## config.mk

```make
export PLATFORM = sky130hd
export DESIGN_NAME = clksup_ctrl
export DESIGN_NICKNAME = d
export VERILOG_FILES = /design/src/rtl/clksup_pkg.sv /design/src/rtl/clksup_regs.sv /design/src/rtl/clksup_fault.sv /design/src/rtl/clksup_clkgate.sv /design/src/rtl/clksup_ctrl.sv
export SDC_FILE = /design/constraint.sdc
export NUM_CORES = 1
export LEC_CHECK = 0
export BUFFER_PORTS_ARGS = -buffer_cell sky130_fd_sc_hd__clkbuf_2
export CAP_MARGIN = 15
export CORE_ASPECT_RATIO = 0.9
export CORE_UTILIZATION = 36
export CTS_CLUSTER_SIZE = 40
export DETAILED_ROUTE_END_ITERATION = 16
export GPL_ROUTABILITY_DRIVEN = 0
export PLACE_DENSITY = 0.73
export SYNTH_ARGS = -nofsm -noshare
export SYNTH_HDL_FRONTEND = slang
export SYNTH_SLANG_ARGS = --single-unit
export TNS_END_PERCENT = 20
```

## constraint.sdc

```tcl
create_clock -name clk -period 0.8 [get_ports clk]
set_input_delay 0.16 -clock clk [delete_from_list [all_inputs] [get_ports clk]]
set_output_delay 0.16 -clock clk [all_outputs]
set_load 0.1 [all_outputs]
```

## src/rtl/clksup_pkg.sv

```systemverilog
package clksup_pkg;

    // operating mode of the clock module
    typedef enum logic [1:0] {
        MODE_NORMAL = 2'b00,
        MODE_ONE2ONE = 2'b01,
        MODE_EXTERNAL = 2'b10,
        MODE_RESERVED = 2'b11
    } op_mode_e;

    // modulation depth codes
    typedef enum logic [1:0] {
        DEPTH_NONE = 2'b00,
        DEPTH_1PCT = 2'b01,
        DEPTH_2PCT = 2'b10,
        DEPTH_RSVD = 2'b11
    } depth_e;

    // fault response and output flags, MSB first
    typedef struct packed {
        logic rst_en;
        logic cl_irq_en;
        logic ll_irq_en;
        logic out_dis;
    } flags_t;

    localparam int FLAG_W    = $bits(flags_t);
    localparam int POS_RATE  = FLAG_W;
    localparam int POS_DEPTH = POS_RATE + 1;
    localparam int POS_EXP   = POS_DEPTH + 2;

    localparam int LANE_CTL = 0;
    localparam int LANE_MOD = 1;
    localparam int LANE_EXP = 2;
    localparam int LANES    = 3;

    localparam int DIV_W    = 7;
    localparam logic [DIV_W-1:0] DIV_SLOW = 7'd80;
    localparam logic [DIV_W-1:0] DIV_FAST = 7'd40;

    function automatic logic is_ext(input logic [1:0] m);
        return m[1];
    endfunction

    function automatic logic depth_legal(input logic [1:0] d);
        return d != DEPTH_RSVD;
    endfunction

    function automatic logic [DIV_W-1:0] ref_div(input logic r);
        return r ? DIV_FAST : DIV_SLOW;
    endfunction

endpackage

```

## src/rtl/clksup_regs.sv

```systemverilog
module clksup_regs
    import clksup_pkg::*;
#(
    parameter int EXP_W = 10,
    localparam int DW = POS_EXP + EXP_W
) (
    input  logic             clk,
    input  logic             rst,
    input  logic             wr_en,
    input  logic [LANES-1:0] wr_mask,
    input  logic [DW-1:0]    wr_data,
    output flags_t           flags,
    output logic             rate,
    output depth_e           depth,
    output logic             exp_loaded,
    output logic             cal_start,
    output logic [DW-1:0]    rd_data
);

    logic [EXP_W-1:0] exp_val;
    logic             hit_mod;
    logic             hit_exp;
    logic [1:0]       depth_in;

    assign hit_mod  = wr_en && wr_mask[LANE_MOD];
    assign hit_exp  = wr_en && wr_mask[LANE_EXP];
    assign depth_in = wr_data[POS_DEPTH +: 2];

    always_ff @(posedge clk) begin
        if (rst) begin
            flags      <= '0;
            rate       <= 1'b0;
            depth      <= DEPTH_NONE;
            exp_val    <= '0;
            exp_loaded <= 1'b0;
            cal_start  <= 1'b0;
        end else begin
            if (wr_en && wr_mask[LANE_CTL])
                flags <= flags_t'(wr_data[FLAG_W-1:0]);
            if (hit_mod) begin
                rate <= wr_data[POS_RATE];
                if (depth_legal(depth_in))
                    depth <= depth_e'(depth_in);
            end
            if (hit_exp) begin
                exp_val    <= wr_data[POS_EXP +: EXP_W];
                exp_loaded <= 1'b1;
            end
            cal_start <= (hit_mod || hit_exp) && (exp_loaded || hit_exp);
        end
    end

    assign rd_data = {exp_val, depth, rate, flags};

endmodule

```

## src/rtl/clksup_fault.sv

```systemverilog
module clksup_fault
    import clksup_pkg::*;
(
    input  logic       clk,
    input  logic       rst,
    input  flags_t     flags,
    input  logic [1:0] op_mode,
    input  logic       mon_en,
    input  logic       clk_lost,
    input  logic       lock_lost,
    input  logic       pll_locked,
    output logic       rst_req,
    output logic       irq_req
);

    logic pll_run;
    logic cl_seen;
    logic lk_bad;
    logic rst_d;
    logic irq_d;

    always_comb begin
        pll_run = !is_ext(op_mode);
        cl_seen = pll_run && mon_en && clk_lost;
        lk_bad  = pll_run && (!pll_locked || lock_lost);
        rst_d   = cl_seen && flags.rst_en;
        irq_d   = (cl_seen && flags.cl_irq_en) || (lk_bad && flags.ll_irq_en);
    end

    always_ff @(posedge clk) begin
        if (rst) begin
            rst_req <= 1'b0;
            irq_req <= 1'b0;
        end else begin
            rst_req <= rst_d;
            irq_req <= irq_d;
        end
    end

endmodule

```

## src/rtl/clksup_clkgate.sv

```systemverilog
module clksup_clkgate (
    input  logic clk,
    input  logic rst,
    input  logic disable_out,
    output logic clk_out
);

    // enable changes only while clk is low, so clk_out never glitches
    logic en_q;

    always_ff @(negedge clk) begin
        if (rst) en_q <= 1'b1;
        else     en_q <= !disable_out;
    end

    assign clk_out = clk & en_q;

endmodule

```

## src/rtl/clksup_ctrl.sv

```systemverilog
module clksup_ctrl
    import clksup_pkg::*;
#(
    parameter int EXP_W = 10,
    localparam int DW = POS_EXP + EXP_W
) (
    input  logic             clk,
    input  logic             rst,
    input  logic             wr_en,
    input  logic [LANES-1:0] wr_mask,
    input  logic [DW-1:0]    wr_data,
    output logic [DW-1:0]    rd_data,
    input  logic             clk_lost,
    input  logic             lock_lost,
    input  logic             pll_locked,
    input  logic [1:0]       op_mode,
    input  logic             mon_en,
    output logic             rst_req,
    output logic             irq_req,
    output logic             clk_out,
    output logic             cal_start,
    output logic             fm_en,
    output logic [DIV_W-1:0] fm_ref_div
);

    flags_t flags;
    logic   rate;
    depth_e depth;
    logic   exp_loaded;

    clksup_regs #(.EXP_W(EXP_W)) u_regs (
        .clk        (clk),
        .rst        (rst),
        .wr_en      (wr_en),
        .wr_mask    (wr_mask),
        .wr_data    (wr_data),
        .flags      (flags),
        .rate       (rate),
        .depth      (depth),
        .exp_loaded (exp_loaded),
        .cal_start  (cal_start),
        .rd_data    (rd_data)
    );

    clksup_fault u_fault (
        .clk        (clk),
        .rst        (rst),
        .flags      (flags),
        .op_mode    (op_mode),
        .mon_en     (mon_en),
        .clk_lost   (clk_lost),
        .lock_lost  (lock_lost),
        .pll_locked (pll_locked),
        .rst_req    (rst_req),
        .irq_req    (irq_req)
    );

    clksup_clkgate u_gate (
        .clk         (clk),
        .rst         (rst),
        .disable_out (flags.out_dis),
        .clk_out     (clk_out)
    );

    assign fm_en      = (depth != DEPTH_NONE) || exp_loaded;
    assign fm_ref_div = ref_div(rate);

endmodule

```

After elaboration in Yosys (flattened, before gate mapping). Index checks and enable logic that the tools add are counted.

Register bits: 22. Input bits: 29.

Equal/unequal tests: 1. Mux-type cells: 1. Bitwise operators: 1. Reduce and logical (&&, ||, !) cells: 20.

Operator list (number): $logic_and A1 B1 Y1 (10); $mux W7 (1); $logic_or A1 B1 Y1 (5); $logic_not A1 Y1 (3); $ne A2 B2 Y1 const B (1); $reduce_and A2 Y1 (1); $reduce_bool A2 Y1 (1); $and A1 B1 Y1 (1).

Logic depth before layout (Yosys ltp).
Word-level depth: 5. Mapped depth: 4.

Cells and area by module. From an unflattened synthesis, not the netlist that was laid out.

Cells, all modules: 110. Area, all modules: 1056.0 µm².

By module, submodules not included: clksup_regs (instances 1, cells an instance 90, area an instance 890.9 µm², sequential area each 380.4 µm²); clksup_fault (instances 1, cells an instance 7, area an instance 70.1 µm², sequential area each 40.0 µm²); clksup_ctrl (instances 1, cells an instance 9, area an instance 58.8 µm², sequential area each 0.0 µm²); clksup_clkgate (instances 1, cells an instance 4, area an instance 36.3 µm², sequential area each 20.0 µm²).

==> results.txt <==
drt total wl: 2790 µm
Area Growth Syn to Fin: 116%
1st-iter DRT viols: 11
endpoints failing setup: 28
crit-path max FO: 1
Slew Limit Fails: 0
Post-synth EDFFs: 0
Worst Setup Start Kind: flop
n_diodes: 0
GRT overflow: 0
WL/cell: 13.4 µm
post-route ant nets: 0
clk_lat worst skew: 0.48 ns
Yosys cell types: 23
Vias: 976
Gate power share: 0.288
DP Worst Slack: -0.609 ns
max-cap viol count: 0
most common cell after layout, fill and taps aside: clkbuf_2
initial antenna violation count: 0
Crit path arrival time: 1.52 ns
most common flop cell mapped by yosys: dfxtp_1
leakage dissipation: 0.809 nW
most frequent cells in the layout: 27 x clkbuf_2, 26 x nand2_1, 26 x buf_12
clock transition at the registers of the reported paths: 0.12 ns
clk_skew: 0.0712 ns
worst vdd ir: 1.93 mV
die extent in y: 48.7 µm
TritonCTS clock tree: yes
final routed DRC violation total: 0
CP required: 0.64 ns
die area: 0.00263 mm²
post-placement cell count: 182
power density cells: 1980 mW/mm²
switch share: 0.412
Reg area: 482 µm²
post-DP HPWL: 1880 µm
multi-input logic area: 373 µm²
IO Pins: 58
first-pass GRT wire length: 4550 µm
layout cells sized above 1: 0.564
RSZ-0062 raised after global routing: true
gr usage total: 0.244
Syn Std Cell Area: 873 µm²
failing checks: negative setup slack
net switching power: 1.54 mW
Die X-Extent: 53.9 µm
sequential share of power: 0.318
Core ar.: 0.00224 mm²
syn avg cell area: 8.40 µm²
HP Class: in2reg
vias per cell: 4.69
Core Rows: 16
sequential fraction of the synthesis area: 0.504
status: finished with violations
largest net degree at the start of global routing: 22
#FFs+latches synth: 22
Crit Path Class: reg2out
# fillers: 122
Post-Layout Cell Count: 208
Total Nets Final: 211
reg-to-reg slack, setup: -0.05 ns
IO buf count: 53
Pre-antenna DRT Iters: 4
Hold Vio Cnt, Final: 0
clock power share: 0.393
FFs w/ async S/R, synth: 0
vias in the first global route: 1035
Final Worst Setup Slack: -0.882 ns
Setup crit end kind: output port
Yosys warnings: 0
P_int: 2.20 mW
Starting Density: 0.390
synthesized instance count: 104
## per-stage QoR
stage	power (mW)	hold WS [ns]	util	area (µm²)	TNS, ns
after floorplan	2.30	0.236	-	936	-9.06
after global placement	2.64	0.339	0.704	1580	-1.22
after detailed placement	2.66	0.346	0.704	1580	-1.73
after CTS	3.73	0.0396	0.828	1860	-10.20
after global routing	3.89	0.0415	0.840	1880	-11.51
final	3.73	0.0372	0.840	1880	-10.31
## final timing paths
check | start | endpoint | cells past startpoint
min reg2reg | u_regs.exp_val[5] | u_regs.exp_val[5] | 2
min | wr_mask[0] | u_regs.flags[3] | 3
max reg2reg | u_regs.flags[0] | u_gate.en_q | 1
max | u_gate.en_q | clk_out | 2
## layer usage
| metal | routed length, µm | global-route usage |
|---|---|---|
| met1 | 1040 | 0.266 |
| met2 | 1540 | 0.395 |
| met5 | 0 | 0 |
| met4 | 101 | 0.184 |
| met3 | 115 | 0.0503 |
## state kept, by name, summed over array words and instances (netlist names)
name	count
u_fault.irq_req	1
u_fault.rst_req	1
u_gate.en_q	1
u_regs.cal_start	1
u_regs.depth	2
u_regs.exp_loaded	1
u_regs.exp_val	10
u_regs.flags	4
u_regs.rate	1
## cell families after synthesis
logic type	count (synthesis)	synth area share
AOI/OAI and AO/OA	17	0.106
buffers and inverters	14	0.113
DFF	22	0.504
other	1	0.00429
and+or+nand+nor	50	0.272
## layout make-up
cell class / count / area share
Clock inverter: 2 / 0.00398
Timing Repair Buffer: 79 / 0.483
Tap cell: 27 / 0.0179
Clock buffer: 7 / 0.0372
Multi-Input combinational cell: 70 / 0.198
Sequential cell: 22 / 0.256
Inverter: 1 / 0.00398
## synthesized netlist by cell type (2+ instances only)
library cell / count / share of area
inv_1: 2 / 0.0086
a21oi_1: 15 / 0.086
buf_6: 2 / 0.026
nor3_1: 3 / 0.017
nor2_1: 4 / 0.017
nand2b_1: 2 / 0.014
nand2_1: 27 / 0.12
nand3_1: 6 / 0.034
buf_4: 8 / 0.069
dfxtp_1: 22 / 0.50
## power by group through the flow
stage / clock (mW) / sequential [mW] / combinational, mW
after floorplan: 0.477 / 1.46 / 0.366
after global placement: 0.474 / 1.20 / 0.965
after detailed placement: 0.474 / 1.21 / 0.982
after CTS: 1.49 / 1.19 / 1.06
after global routing: 1.57 / 1.19 / 1.12
final: 1.47 / 1.19 / 1.08
## critical path: stages, from the launching register on
cell and delay, ns:
dfxtp_2 0.32, and2_4 0.14, clkbuf_16 0.19
## what timing repair did
item,4_1_cts,5_1_grt
setup buffers,0,1
endpoints found under the setup margin,28,29
gates resized for setup,19,6
hold endpoints to repair,17,0
pin swaps,0,1
hold buffers,18,0
(Power assumes the default switching activity.)
